**config.mk**
```make
export PLATFORM = sky130hd
export DESIGN_NAME = fir_mac_pair
export DESIGN_NICKNAME = d
export VERILOG_FILES = /design/src/rtl/fir_mac_pkg.sv /design/src/rtl/fir_coef_round.sv /design/src/rtl/fir_prod_scale.sv /design/src/rtl/fir_mac_net.sv /design/src/rtl/fir_mac_pair.sv
export SDC_FILE = /design/constraint.sdc
export NUM_CORES = 2
export LEC_CHECK = 0
export ABC_AREA = 1
export BUFFER_PORTS_ARGS = -buffer_cell sky130_fd_sc_hd__buf_2
export CAP_MARGIN = 10
export CORE_MARGIN = 2
export CORE_UTILIZATION = 59
export CTS_CLUSTER_SIZE = 14
export DETAILED_ROUTE_END_ITERATION = 8
export PLACE_DENSITY_LB_ADDON = 0.12
export REMOVE_ABC_BUFFERS = 1
export SLEW_MARGIN = 20
export SYNTH_ARGS = -nofsm -noshare
export SYNTH_HDL_FRONTEND = slang
export SYNTH_SLANG_ARGS = --single-unit
```
**constraint.sdc**
```tcl
create_clock -name clk -period 6.66 [get_ports clk]
set_input_delay 0.333 -clock clk [delete_from_list [all_inputs] [get_ports clk]]
set_output_delay 0.333 -clock clk [all_outputs]
set_load 0.01 [all_outputs]
```
**src/rtl/fir_mac_pkg.sv**
```systemverilog
package fir_mac_pkg;
  localparam int SAMP_W    = 16;
  localparam int COEF_IN_W = 16;
  localparam int COEF_CUT  = 4;
  localparam int COEF_W    = COEF_IN_W - COEF_CUT;
  localparam int PROD_W    = SAMP_W + COEF_W;
  localparam int PROD_DROP = 4;
  localparam int ACC_W     = 32;
  localparam int CASC_LSB  = 8;
endpackage

```
**src/rtl/fir_coef_round.sv**
```systemverilog
module fir_coef_round #(
  parameter  int IN_W  = 16,
  parameter  int CUT   = 4,
  localparam int OUT_W = IN_W - CUT
) (
  input  logic [IN_W-1:0]  raw,
  output logic [OUT_W-1:0] cut
);
  logic neg;
  logic frac_any;

  // Toward zero: negatives with a nonzero dropped nibble move up by one.
  always_comb begin
    neg      = raw[IN_W-1];
    frac_any = |raw[CUT-1:0];
    cut      = raw[IN_W-1:CUT] + OUT_W'(neg & frac_any);
  end
endmodule

```
**src/rtl/fir_prod_scale.sv**
```systemverilog
module fir_prod_scale
  import fir_mac_pkg::*;
(
  input  logic signed [SAMP_W-1:0] samp,
  input  logic signed [COEF_W-1:0] coef,
  output logic signed [ACC_W-1:0]  term
);
  logic signed [PROD_W-1:0] prod;

  always_comb begin
    prod = PROD_W'(samp) * PROD_W'(coef);
    term = ACC_W'($signed(prod[PROD_W-1:PROD_DROP]));
  end
endmodule

```
**src/rtl/fir_mac_net.sv**
```systemverilog
module fir_mac_net
  import fir_mac_pkg::*;
#(
  parameter  int NTAPS = 8,
  localparam int IDX_W = $clog2(NTAPS)
) (
  input  logic                 clk,
  input  logic                 rst_n,
  input  logic                 in_valid,
  input  logic [SAMP_W-1:0]    in_data,
  output logic                 in_ready,
  input  logic                 cw_en,
  input  logic [IDX_W-1:0]     cw_idx,
  input  logic [COEF_IN_W-1:0] cw_data,
  output logic [ACC_W-1:0]     acc_out,
  output logic                 done
);
  logic signed [SAMP_W-1:0] dl_q [NTAPS];
  logic signed [SAMP_W-1:0] dl_d [NTAPS];
  logic signed [COEF_W-1:0] coef_q [NTAPS];
  logic [COEF_W-1:0]        coef_cut;
  logic                     busy_q, busy_d;
  logic                     done_q, done_d;
  logic [IDX_W-1:0]         tap_q, tap_d;
  logic signed [ACC_W-1:0]  acc_q, acc_d;
  logic signed [ACC_W-1:0]  term;
  logic                     take, last, acc_en;

  fir_coef_round #(.IN_W(COEF_IN_W), .CUT(COEF_CUT)) u_round (
    .raw (cw_data),
    .cut (coef_cut)
  );

  fir_prod_scale u_prod (
    .samp (dl_q[tap_q]),
    .coef (coef_q[tap_q]),
    .term (term)
  );

  assign dl_d[0] = in_data;
  for (genvar i = 1; i < NTAPS; i++) begin : g_shift
    assign dl_d[i] = dl_q[i-1];
  end

  always_comb begin
    take   = in_valid & ~busy_q;
    last   = (tap_q == IDX_W'(NTAPS - 1));
    acc_en = take | busy_q;
    acc_d  = take ? '0 : acc_q + term;
    tap_d  = take ? '0 : tap_q + IDX_W'(1);
    busy_d = take | (busy_q & ~last);
    done_d = busy_q & last;
  end

  always_ff @(posedge clk or negedge rst_n) begin
    if (!rst_n) begin
      busy_q <= 1'b0;
      done_q <= 1'b0;
      tap_q  <= '0;
      acc_q  <= '0;
      for (int i = 0; i < NTAPS; i++) begin
        dl_q[i]   <= '0;
        coef_q[i] <= '0;
      end
    end else begin
      busy_q <= busy_d;
      done_q <= done_d;
      if (acc_en) begin
        acc_q <= acc_d;
        tap_q <= tap_d;
      end
      if (take) begin
        for (int i = 0; i < NTAPS; i++) dl_q[i] <= dl_d[i];
      end
      if (cw_en) coef_q[cw_idx] <= coef_cut;
    end
  end

  assign in_ready = ~busy_q;
  assign acc_out  = acc_q;
  assign done     = done_q;

  AST_START_CLEARS: assert property (@(posedge clk) disable iff (!rst_n)
    (in_valid && in_ready) |=> (!in_ready && acc_out == '0));
  AST_DONE_ENDS_PASS: assert property (@(posedge clk) disable iff (!rst_n)
    done |-> (in_ready && $past(!in_ready)));
  AST_BUSY_HOLDS_LINE: assert property (@(posedge clk) disable iff (!rst_n)
    !in_ready |=> $stable(dl_q[0]));
  AST_COEF_SIGN_KEPT: assert property (@(posedge clk) disable iff (!rst_n)
    cw_en |=> (coef_q[$past(cw_idx)] == '0 ||
               coef_q[$past(cw_idx)][COEF_W-1] == $past(cw_data[COEF_IN_W-1])));
endmodule

```
**src/rtl/fir_mac_pair.sv**
```systemverilog
module fir_mac_pair
  import fir_mac_pkg::*;
#(
  parameter  int NTAPS = 8,
  localparam int IDX_W = $clog2(NTAPS)
) (
  input  logic                 clk,
  input  logic                 rst_n,
  input  logic                 coef_we,
  input  logic                 coef_net,
  input  logic [IDX_W-1:0]     coef_idx,
  input  logic [COEF_IN_W-1:0] coef_data,
  input  logic                 samp_valid,
  input  logic [SAMP_W-1:0]    samp_data,
  output logic                 samp_ready,
  input  logic                 cascade_en,
  output logic                 res_valid,
  output logic [ACC_W-1:0]     res_data
);
  logic              net_vin  [2];
  logic [SAMP_W-1:0] net_din  [2];
  logic              net_rdy  [2];
  logic [ACC_W-1:0]  net_acc  [2];
  logic              net_done [2];
  logic              net_we   [2];

  always_comb begin
    net_vin[0] = samp_valid;
    net_din[0] = samp_data;
    net_vin[1] = cascade_en & net_done[0];
    net_din[1] = net_acc[0][CASC_LSB+SAMP_W-1:CASC_LSB];
    net_we[0]  = coef_we & ~coef_net;
    net_we[1]  = coef_we & coef_net;
  end

  for (genvar n = 0; n < 2; n++) begin : g_net
    fir_mac_net #(.NTAPS(NTAPS)) u_net (
      .clk      (clk),
      .rst_n    (rst_n),
      .in_valid (net_vin[n]),
      .in_data  (net_din[n]),
      .in_ready (net_rdy[n]),
      .cw_en    (net_we[n]),
      .cw_idx   (coef_idx),
      .cw_data  (coef_data),
      .acc_out  (net_acc[n]),
      .done     (net_done[n])
    );
  end

  assign samp_ready = net_rdy[0];
  assign res_valid  = cascade_en ? net_done[1] : net_done[0];
  assign res_data   = cascade_en ? net_acc[1]  : net_acc[0];

  AST_CASCADE_FEED: assert property (@(posedge clk) disable iff (!rst_n)
    (cascade_en && net_done[0]) |=> !net_rdy[1]);
  AST_RESULT_PULSE: assert property (@(posedge clk) disable iff (!rst_n)
    res_valid |=> !res_valid);
endmodule

```
==> reports/metrics.yaml <==
reg2reg_depth: 42
cp-end-kind: "register"
critPathLaunchType: "register"
gp_congestion: 0.940
cp-startpoint: "g_net[1].u_net.tap_q[0]"
synth.avg_cell_area_um2: 7.93
hold_viol_final: 0
drv_cap: 0
initial_core_util: 0.594
endpoint: "g_net[1].u_net.acc_out[20]"
fin_setup_tns_ns: -52.74
row_count: 97
drv_slew: 0
drc: 0
cts_made_buffers: 57
track_usage: 0.357
area_growth_pct: 41.9
min_period_ns: 8.01
cp.required_ns: 7.24
cts_tree: "built"
worstPathMaxFanout: 7
synth-edff-count: 0
synth.area.top_cells: "dfrtp_1 (31%), fa_1 (17%), nand2_1 (10%), o21ai_0 (7.7%), inv_1 (7.5%)"
port_buffers: 74
drive_gt1_frac: 0.372
cts.clk_slew.worst_paths_ns: 0.06
fillCellCount: 3671
dieArea_um2: 72500
first_pass_iters: 7
setup_viol: 54
violations: "negative setup slack"
r2r-start: "g_net[1].u_net.tap_q[0]"
r2r-end: "g_net[1].u_net.acc_out[20]"
async_reset_ff_frac: 1.00
dpl.hpwl_mm: 86.0
regArea_um2: 13100
ant_nets: 0
cpMaxStageDelayCell: "fa_1"
post-route-worst-setup-slack_ns: -1.35
syn_area_um2: 41500
wl_per_cell_um: 22.4
cpPeakStageDelay_ns: 0.73
syn_inst: 5237
use_met3: 0.0483
stdcell_area_um2: 58900
die_w_um: 269
coreArea_um2: 69900
nNetsFinal: 6733
clock-root-buffer: "clkbuf_16"
synth_top_area_frac: 0.315
crit_top_cell: "inv_2"
critical_path_class: "reg2reg"
clock_path_buffers: 3
ys.flop_type: "dfrtp_1"
grt_first_pass_wirelength_mm: 209
clock-sinks: 522
yosys_warnings: 0
rsz0062_at_grt: "true"
top_level_ports: 75
outcome: "finished with violations"
yosysSeqAreaShare: 0.315
ys_types: 50
dpl-instance-area_um2: 47900
cp.arrival_ns: 8.59
fin_crit_sh: 1.20
insertion_delay_ns: 0.67
synth_top_area_cell: "dfrtp_1"
die_h_um: 269
gr-usage-met1: 0.465
multi_input_area_um2: 29400
pre_cts_slack_ns: -1.05
grt_use_met2: 0.598
synth-seq-cells: 522
clock_skew_ns: 0.0463
drt_iter0_drc: 4786
antenna_found_initial: 7
grt_pass1_vias: 40300
dr_total_vias: 42900
routed_wl_mm: 160
holdCritPathClass: "in2reg"
overflow: 0
top_usage_layer: "met2"
worst_pin_slew_ns: 1.30
rrSetupSlack_ns: -1.35
grt_max_degree: 179
ctsHtreeMaxLevel: 2
max_freq_mhz: 125
maxSlewHeadroom: 0.126
viasPerCell: 6.01
## logic make-up (layout without fill, tap and decap cells)
| logic type | after synthesis | in the layout | synth area share |
|---|---|---|---|
| multiplexers | 52 | 52 | 0.0141 |
| AO/OA/AOI/OAI | 1221 | 1221 | 0.162 |
| AND/OR/NAND/NOR | 1749 | 1749 | 0.165 |
| XOR/XNOR | 50 | 50 | 0.0109 |
| other | 0 | 2 | 0 |
| flip-flops | 522 | 522 | 0.315 |
| adder cells (fa/ha/maj) | 540 | 540 | 0.227 |
| buffers and inverters | 1103 | 2061 | 0.106 |
## cells in the final DEF (no fill, tap or decap), drive strengths merged, types with 5 or more instances in the layout
| cell type | n |
|---|---|
| bufinv | 6 |
| clkbuf | 86 |
| a21o | 8 |
| o211ai | 5 |
| ha | 182 |
| nand2 | 1149 |
| mux2 | 52 |
| dlygate4sd3 | 17 |
| buf | 1055 |
| nand3 | 86 |
| a21oi | 340 |
| o22ai | 49 |
| o21ai | 779 |
| xnor2 | 18 |
| a31oi | 9 |
| nand3b | 5 |
| o21bai | 11 |
| nor2 | 457 |
| clkinv | 16 |
| xor2 | 32 |
| nor3 | 22 |
| dfrtp | 522 |
| inv | 880 |
| o21a | 9 |
| nand4 | 23 |
| fa | 358 |
## registers in the layout, summed over array words and instances (netlist names)
signal               flops
g_net.u_net.coef_q     192
g_net.u_net.dl_q        32
g_net.u_net.dl_d       224
g_net.u_net.busy_q       2
g_net.u_net.tap_q        6
g_net.u_net.done         2
g_net.u_net.acc_out     64
## critical path: cells and delay by family (launching register included)
| kind | cells | cell delay (ns) |
|---|---|---|
| compound gates | 8 | 1.31 |
| buf+inv | 14 | 1.56 |
| xor+xnor | 1 | 0.12 |
| fa+ha+maj | 7 | 3.04 |
| simple gates | 12 | 1.35 |
| flops | 1 | 0.52 |
## area by class of cell
class,count,share of cell area
sequential,522,0.222
timing repair buffer,1079,0.168
inverter,879,0.0578
clock inverter,22,0.00556
tap,940,0.0200
clock buffer,80,0.0279
timing repair inverter,1,0.000149
multi-input combinational,3612,0.499
antenna,2,0.0000850
## worst min path at each step
| stage | cells past startpoint | endpoint | slack (ns) | startpoint |
|---|---|---|---|---|
| 2_1_floorplan | 0 | g_net[0].u_net.acc_out[0] | 0.04 | rst_n |
| 3_3_place_gp | 1 | g_net[1].u_net.coef_q[92] | 0.40 | rst_n |
| 3_5_place_dp | 1 | g_net[1].u_net.coef_q[68] | 0.40 | rst_n |
| 4_1_cts | 4 | g_net[1].u_net.coef_q[25] | 0.12 | coef_data[5] |
| 5_1_grt | 4 | g_net[1].u_net.coef_q[25] | 0.18 | coef_data[5] |
| 6_report | 4 | g_net[0].u_net.coef_q[24] | 0.14 | coef_data[4] |
## timing repair
| item | in CTS | in global routing |
|---|---|---|
| gates cloned | 19 | 6 |
| setup endpoints to repair | 52 | 54 |
| endpoints found under the hold margin | 101 | 0 |
| setup buffers | 137 | 134 |
| gates resized for setup | 849 | 812 |
| pin swaps | 308 | 499 |
| hold buffers | 17 | 0 |
## stage by stage
step           utilization  hold WS [ns]  cells
2_1_floorplan            -        0.0374   5013
3_3_place_gp         0.685         0.396   6740
3_5_place_dp         0.685         0.405   6740
4_1_cts              0.781         0.125   7013
5_1_grt              0.843         0.177   7135
6_report             0.843         0.139   7137
## cells in the mapped netlist, types with 52 or more instances
cell type / instances
ha_1: 182
buf_2: 67
fa_1: 358
dfrtp_1: 522
nand2_1: 1148
clkbuf_1: 110
nor2_1: 449
inv_1: 832
o21ai_0: 639
nand3_1: 85
o21ai_1: 75
mux2_2: 52
a21oi_1: 339
## per-layer routing
layer  up-vias  routed length, µm
met3      1059              15900
met4        10              13700
met1     20800              56200
li1      18300                  -
met5         -                 70
met2      2705              73900
Power is left out: the tool's default activity adds up to more than one toggle a clock period on the data nets, which glitch-free logic cannot reach.
